[config.mk]
export PLATFORM = sky130hd
export DESIGN_NAME = xor_mover
export DESIGN_NICKNAME = d
export VERILOG_FILES = /design/src/rtl/xm_pkg.sv /design/src/rtl/xm_ctrl.sv /design/src/rtl/xm_dpath.sv /design/src/rtl/xor_mover.sv
export SDC_FILE = /design/constraint.sdc
export NUM_CORES = 1
export LEC_CHECK = 0
export ABC_AREA = 1
export BUFFER_PORTS_ARGS = -buffer_cell sky130_fd_sc_hd__clkbuf_2
export CORE_ASPECT_RATIO = 1.1
export CORE_MARGIN = 5
export CORE_UTILIZATION = 47
export CTS_BUF_LIST = sky130_fd_sc_hd__clkbuf_4 sky130_fd_sc_hd__clkbuf_8
export CTS_CLUSTER_SIZE = 25
export DETAILED_ROUTE_END_ITERATION = 10
export PLACE_DENSITY = 0.75
export SYNTH_ARGS = -nofsm -noshare
export SYNTH_HDL_FRONTEND = slang
export SYNTH_SLANG_ARGS = --single-unit
[constraint.sdc]
create_clock -name clk -period 4.6 [get_ports clk]
set_input_delay 0.92 -clock clk [delete_from_list [all_inputs] [get_ports clk]]
set_output_delay 0.92 -clock clk [all_outputs]
set_load 0.01 [all_outputs]
[src/rtl/xm_pkg.sv]
package xm_pkg;
  typedef enum logic [2:0] {
    S_IDLE, S_CHECK, S_READ, S_WRITE, S_PAIR
  } xmState_t;

  typedef struct packed {
    logic ld;      // capture operands
    logic dec;     // step the count down
    logic rd;      // read source word
    logic wr;      // write keyed word
    logic keySel;  // 0: keyA, 1: keyB
    logic fin;     // normal completion
    logic yld;     // stop for interrupt
  } xmStrobes_t;
endpackage

[src/rtl/xm_ctrl.sv]
module xm_ctrl
  import xm_pkg::*;
(
  input  logic       clk,
  input  logic       rstN,
  input  logic       start,
  input  logic       resume,
  input  logic       cntZero,
  input  logic       irqPending,
  input  logic       wakeZero,
  output xmStrobes_t strb,
  output logic       busy,
  output logic       done,
  output logic       yielded
);
  xmState_t state;
  logic     oddWord;
  logic     takeIrq;

  assign takeIrq = irqPending && wakeZero;
  assign busy    = (state != S_IDLE);

  always_comb begin
    strb = '0;
    strb.keySel = oddWord;
    case (state)
      S_IDLE:  strb.ld  = start;
      S_CHECK: begin
        strb.dec = !cntZero;
        strb.fin = cntZero;
      end
      S_READ:  strb.rd  = 1'b1;
      S_WRITE: strb.wr  = 1'b1;
      S_PAIR:  strb.yld = takeIrq;
      default: strb = '0;
    endcase
  end

  always_ff @(posedge clk) begin
    if (!rstN) begin
      state   <= S_IDLE;
      oddWord <= 1'b0;
      done    <= 1'b0;
      yielded <= 1'b0;
    end else begin
      done    <= 1'b0;
      yielded <= 1'b0;
      case (state)
        S_IDLE: if (start || resume) begin
          state   <= S_CHECK;
          oddWord <= 1'b0;
        end
        S_CHECK: if (cntZero) begin
          state <= S_IDLE;
          done  <= 1'b1;
        end else begin
          state <= S_READ;
        end
        S_READ:  state <= S_WRITE;
        S_WRITE: if (!oddWord) begin
          oddWord <= 1'b1;
          state   <= S_CHECK;
        end else begin
          oddWord <= 1'b0;
          state   <= S_PAIR;
        end
        S_PAIR: if (takeIrq) begin
          state   <= S_IDLE;
          yielded <= 1'b1;
        end else begin
          state <= S_CHECK;
        end
        default: state <= S_IDLE;
      endcase
    end
  end

  // a write always follows the read of the same word
  p_write_after_read_r10: assert property (@(posedge clk) disable iff (!rstN)
    strb.wr |-> $past(strb.rd));
  // the two end pulses never coincide
  p_end_pulse_excl_r7: assert property (@(posedge clk) disable iff (!rstN)
    !(done && yielded));
  // busy drops only with an end pulse
  p_busy_fall_r9: assert property (@(posedge clk) disable iff (!rstN)
    $fell(busy) |-> (done || yielded));
  // a yield comes only from a pair boundary
  p_yield_at_pair_r5: assert property (@(posedge clk) disable iff (!rstN)
    yielded |-> $past(state == S_PAIR));
endmodule

[src/rtl/xm_dpath.sv]
module xm_dpath
  import xm_pkg::*;
#(
  parameter int AW  = 16,
  parameter int DW  = 16,
  parameter int CW  = 16,
  parameter int SDW = 4
) (
  input  logic           clk,
  input  logic           rstN,
  input  xmStrobes_t     strb,
  input  logic [AW-1:0]  srcAddr,
  input  logic [AW-1:0]  dstAddr,
  input  logic [CW-1:0]  wordCount,
  input  logic [DW-1:0]  keyA,
  input  logic [DW-1:0]  keyB,
  input  logic [DW-1:0]  memRdata,
  output logic           memReq,
  output logic           memWe,
  output logic [AW-1:0]  memAddr,
  output logic [DW-1:0]  memWdata,
  output logic           cntZero,
  output logic [CW-1:0]  remCount,
  output logic [SDW-1:0] stackDepth
);
  localparam logic [SDW-1:0] RestartDepth = SDW'(1);

  logic [AW-1:0] srcQ, dstQ, offset;
  logic [CW-1:0] cntQ;
  logic [DW-1:0] keyAQ, keyBQ;

  assign cntZero  = (cntQ == '0);
  assign remCount = cntQ;
  assign offset   = AW'(cntQ);
  assign memReq   = strb.rd || strb.wr;
  assign memWe    = strb.wr;
  assign memAddr  = (strb.wr ? dstQ : srcQ) + offset;
  assign memWdata = memRdata ^ (strb.keySel ? keyBQ : keyAQ);

  always_ff @(posedge clk) begin
    if (!rstN) begin
      srcQ       <= '0;
      dstQ       <= '0;
      cntQ       <= '0;
      keyAQ      <= '0;
      keyBQ      <= '0;
      stackDepth <= '0;
    end else begin
      if (strb.ld) begin
        srcQ  <= srcAddr;
        dstQ  <= dstAddr;
        cntQ  <= wordCount;
        keyAQ <= keyA;
        keyBQ <= keyB;
      end else if (strb.dec) begin
        cntQ <= cntQ - 1'b1;
      end
      if (strb.fin)      stackDepth <= '0;
      else if (strb.yld) stackDepth <= RestartDepth;
    end
  end

  // each step lowers the count by exactly one
  p_count_step_r2: assert property (@(posedge clk) disable iff (!rstN)
    strb.dec |=> (cntQ == $past(cntQ) - 1'b1));
  // never step below zero
  p_no_underflow_r4: assert property (@(posedge clk) disable iff (!rstN)
    strb.dec |-> !cntZero);
  // one access per cycle
  p_one_access_r10: assert property (@(posedge clk) disable iff (!rstN)
    $onehot0({strb.rd, strb.wr}));
  // completion leaves an empty restart indication
  p_stack_clear_r8: assert property (@(posedge clk) disable iff (!rstN)
    strb.fin |=> (stackDepth == '0));
endmodule

[src/rtl/xor_mover.sv]
module xor_mover
  import xm_pkg::*;
#(
  parameter int AW  = 16,
  parameter int DW  = 16,
  parameter int CW  = 16,
  parameter int WDW = 8,
  parameter int SDW = 4
) (
  input  logic           clk,
  input  logic           rstN,
  input  logic           start,
  input  logic           resume,
  input  logic [AW-1:0]  srcAddr,
  input  logic [AW-1:0]  dstAddr,
  input  logic [CW-1:0]  wordCount,
  input  logic [DW-1:0]  keyA,
  input  logic [DW-1:0]  keyB,
  input  logic           irqPending,
  input  logic [WDW-1:0] wakeDisable,
  input  logic [DW-1:0]  memRdata,
  output logic           memReq,
  output logic           memWe,
  output logic [AW-1:0]  memAddr,
  output logic [DW-1:0]  memWdata,
  output logic           busy,
  output logic           done,
  output logic           yielded,
  output logic [CW-1:0]  remCount,
  output logic [SDW-1:0] stackDepth
);
  xmStrobes_t strb;
  logic       cntZero;
  logic       wakeZero;

  assign wakeZero = (wakeDisable == '0);

  xm_ctrl i_ctrl (
    .clk(clk), .rstN(rstN), .start(start), .resume(resume),
    .cntZero(cntZero), .irqPending(irqPending), .wakeZero(wakeZero),
    .strb(strb), .busy(busy), .done(done), .yielded(yielded)
  );

  xm_dpath #(.AW(AW), .DW(DW), .CW(CW), .SDW(SDW)) i_dpath (
    .clk(clk), .rstN(rstN), .strb(strb),
    .srcAddr(srcAddr), .dstAddr(dstAddr), .wordCount(wordCount),
    .keyA(keyA), .keyB(keyB), .memRdata(memRdata),
    .memReq(memReq), .memWe(memWe), .memAddr(memAddr), .memWdata(memWdata),
    .cntZero(cntZero), .remCount(remCount), .stackDepth(stackDepth)
  );
endmodule

==> flow_summary.ini <==
[outcome]
status = completed

[timing]
slew_headroom_pct = 29.5
setup_viol = 0
rsz0062_at_grt = no
finalCritPeriodShare_pct = 86.6
final-hold-violation-count = 0
clock_skew_ns = 0.00605
slew_viol_final = 0
min_period_ns = 3.99
fmax_mhz = 251
finalWorstSetupSlack_ns = 0.615
worst_slew_pin_slew_ns = 1.06
tns_ns = 0

[placement]
place.gp.congestion = 0.972
dp_hpwl_um = 10700
dp_slack_ns = 0.991
portBuffers = 162

[die]
core_area_mm2 = 0.0108
die_x_um = 109
pin_count = 166
dieArea_mm2 = 0.0130
die_y_um = 119
start_util_pct = 47.4
rows = 40

[power_and_ir_drop]
p_clk_share_pct = 23.7
switching_share_pct = 38.2
p_int_mw = 1.49
p_leak_nw = 3.14
p_comb_share_pct = 37.8
seqPwrFrac_pct = 38.6
powerDensity_mw_per_mm2 = 392
switching_power_mw = 0.921
peakVddDrop_v = 0.000221

[global_route]
grt_pass1_vias = 5163
grt_first_pass_wirelength_um = 23500
grt_max_degree = 75
grt-ovfl-total = 0
antenna_found_initial = 0
grt_usage_pct = 22.3

[finish]
fin_nets = 1037
areaGrowthSynthToFinish_pct = 20.3
drive_gt1_share_pct = 22.1
nFillCells = 1113
n_antenna_cell = 0

[critical_path]
ff2ff_path_depth = 7
r2r_start = i_ctrl.state[2]
critPathRequiredTime_ns = 3.68
ff2ff_setup_slack_ns = 2.59
cp.arrival_ns = 3.07
start_kind = register
endpoint_kind = primary output
critPathMaxFanout = 35
critical_path_class = reg2out
reg2reg_to = i_dpath.dstQ[4]

[min_path]
worstHoldStart = i_dpath.dstQ[10]
whs_endpoint = i_dpath.dstQ[10]
holdPathStages = 2
hold_class = reg2reg

[cts]
cts_tree = yes
cts_setup_buffers = 0
cts_max_level = 3
cts_buffers = 9
cts-resized-gates = 0
clk_pin_slew_worst_paths_ns = 0.09
cts_root_buffer = clkbuf_8
ctsHoldBuffers = 0
cts_num_sinks = 87
clk_path_buf_depth = 2
clkLatencyLatePin_ns = 0.35

[routing]
wl_per_cell_um = 13.2
drt_iter0_drc = 224
ant_nets = 0
drt_first_pass_iters = 4
detail_route.wirelength_um = 14000
drc = 0
via_per_inst = 4.94
dr_total_vias = 5244

[yosys]
yosysSeqAreaShare_pct = 34.1
ys_ff_latch = 87
syn_area_per_cell_um2 = 6.66
yosysWarnings = 0
synth_cells = 767
syn-cell-area_mm2 = 0.00510
synth_cell_types = 40

[run]
maxCapViolations = 0
worst max-delay path: stages (launching register included):
cell and delay [ns]:
dfxtp_1 0.37, inv_2 0.14, nand3_2 0.48, nand2_1 0.17
o21ai_0 0.11, ha_1 0.25, fa_1 0.42, nand3_1 0.09
nand2_1 0.12, nand2_1 0.09, nand2_1 0.08, nand3_1 0.11
nand2_1 0.06, nand2_1 0.06, nand2_1 0.04, clkbuf_2 0.12
routing by layer:
| metal | global-route usage, % | vias up | wire length [um] |
|---|---|---|---|
| met5 | 0 | - | 0 |
| met4 | 7.79 | 0 | 323 |
| met3 | 6.02 | 25 | 1230 |
| met2 | 36.6 | 174 | 6460 |
| met1 | 27.9 | 2297 | 6020 |
| li1 | - | 2748 | - |
stage by stage:
step | utilization (%) | total power, mW | hold WS [ns] | cell area, um^2 | instances
floorplan | - | 1.57 | 0.425 | 5110 | 769
global placement | 55.0 | 1.84 | 0.435 | 5920 | 1046
finish | 57.1 | 2.41 | 0.451 | 6140 | 1062
global route | 57.1 | 2.60 | 0.470 | 6140 | 1062
CTS | 57.1 | 2.43 | 0.454 | 6140 | 1062
detailed placement | 55.0 | 1.85 | 0.442 | 5920 | 1046
worst max path at each step:
stage	start	endpoint	slack, ns	cells after the start
4_1_cts	i_ctrl.state[2]	memAddr[14]	0.57	15
2_1_floorplan	i_ctrl.state[2]	memAddr[14]	1.50	13
3_3_place_gp	i_ctrl.state[2]	memAddr[14]	1.08	15
5_1_grt	i_ctrl.state[2]	memAddr[14]	0.18	15
3_5_place_dp	i_ctrl.state[2]	memAddr[14]	0.99	15
6_report	i_ctrl.state[2]	memAddr[14]	0.61	15
cells in the mapped netlist:
| cell | count | area (um^2) |
|---|---|---|
| a21boi_1 | 1 | 7.51 |
| buf_1 | 1 | 3.75 |
| clkbuf_1 | 14 | 52.6 |
| dfxtp_1 | 87 | 1740 |
| buf_6 | 5 | 56.3 |
| nor3_4 | 1 | 16.3 |
| nor2_4 | 2 | 22.5 |
| inv_1 | 70 | 263 |
| nand3_2 | 3 | 30.0 |
| nor2_2 | 1 | 6.26 |
| nor4_1 | 2 | 12.5 |
| ha_1 | 17 | 213 |
| inv_4 | 1 | 6.26 |
| nand2_1 | 147 | 552 |
| nand3_1 | 35 | 175 |
| buf_2 | 7 | 35.0 |
| conb_1 | 1 | 3.75 |
| o21ai_1 | 29 | 145 |
| inv_2 | 4 | 15.0 |
| o211ai_1 | 1 | 7.51 |
| nand2_8 | 1 | 20.0 |
| nor3b_1 | 1 | 7.51 |
| nand2_2 | 3 | 18.8 |
| buf_4 | 9 | 67.6 |
| xor2_1 | 11 | 96.3 |
| nand2b_1 | 1 | 6.26 |
| nand3_4 | 1 | 17.5 |
| xnor2_1 | 18 | 158 |
| nand2_4 | 2 | 22.5 |
| a31oi_1 | 1 | 6.26 |
| a21boi_0 | 2 | 15.0 |
| nand4_1 | 3 | 18.8 |
| fa_1 | 1 | 20.0 |
| o21ai_2 | 1 | 8.76 |
| o21ai_0 | 90 | 450 |
| or2_1 | 1 | 6.26 |
| a21oi_1 | 54 | 270 |
| o21bai_1 | 3 | 22.5 |
| nor2_1 | 134 | 503 |
| nor3_1 | 1 | 5.00 |
logic make-up (layout without fill, tap and decap cells):
group	Yosys count	count (layout)	share of synthesized area, %
simple gates	339	339	28.2
compound gates	182	182	18.3
buf+inv	111	257	9.78
flops	87	87	34.1
xor+xnor	29	29	4.98
fa+ha+maj	18	18	4.56
other cells	1	3	0.0735
power by group through the flow:
stage	combinational, mW	sequential [mW]	clock (mW)
after CTS	0.914	0.928	0.585
after floorplan	0.643	0.929	0
final	0.909	0.929	0.570
after global placement	0.897	0.944	0
after global routing	1.04	0.941	0.619
after detailed placement	0.909	0.945	0
layout by cell type (no fill, tap or decap), types with 3 or more instances in the layout:
| cell type | synthesis | final |
|---|---|---|
| nand4_1 | 3 | 3 |
| inv_1 | 70 | 70 |
| o21bai_1 | 3 | 3 |
| nand3_1 | 35 | 35 |
| clkbuf_2 | 0 | 162 |
| a21oi_1 | 54 | 54 |
| nor2_1 | 134 | 134 |
| inv_2 | 4 | 4 |
| nand3_2 | 3 | 3 |
| nand2_1 | 147 | 147 |
| clkbuf_8 | 0 | 12 |
| xor2_1 | 11 | 11 |
| nand2_2 | 3 | 3 |
| xnor2_1 | 18 | 18 |
| o21ai_0 | 90 | 90 |
| buf_4 | 9 | 4 |
| dfxtp_1 | 87 | 87 |
| o21ai_1 | 29 | 29 |
| ha_1 | 17 | 17 |
| clkinvlp_4 | 0 | 3 |
| conb_1 | 1 | 3 |
registers in the layout, indices dropped and copies added (netlist names):
register	cells
i_ctrl.done	1
i_ctrl.oddWord	1
i_ctrl.state	3
i_ctrl.yielded	1
i_dpath.dstQ	16
i_dpath.keyAQ	16
i_dpath.keyBQ	16
i_dpath.remCount	16
i_dpath.srcQ	16
i_dpath.stackDepth	1
cell type report:
class	instances	area (um^2)	area share (%)
inverter	75	284	4.63
sequential	87	1740	28.4
clock inverter	4	52.6	0.856
clock buffer	12	165	2.69
timing repair buffer	166	841	13.7
tap	147	184	3.00
multi-input combinational	571	2870	46.8
Power figures use the tool's default switching activity.
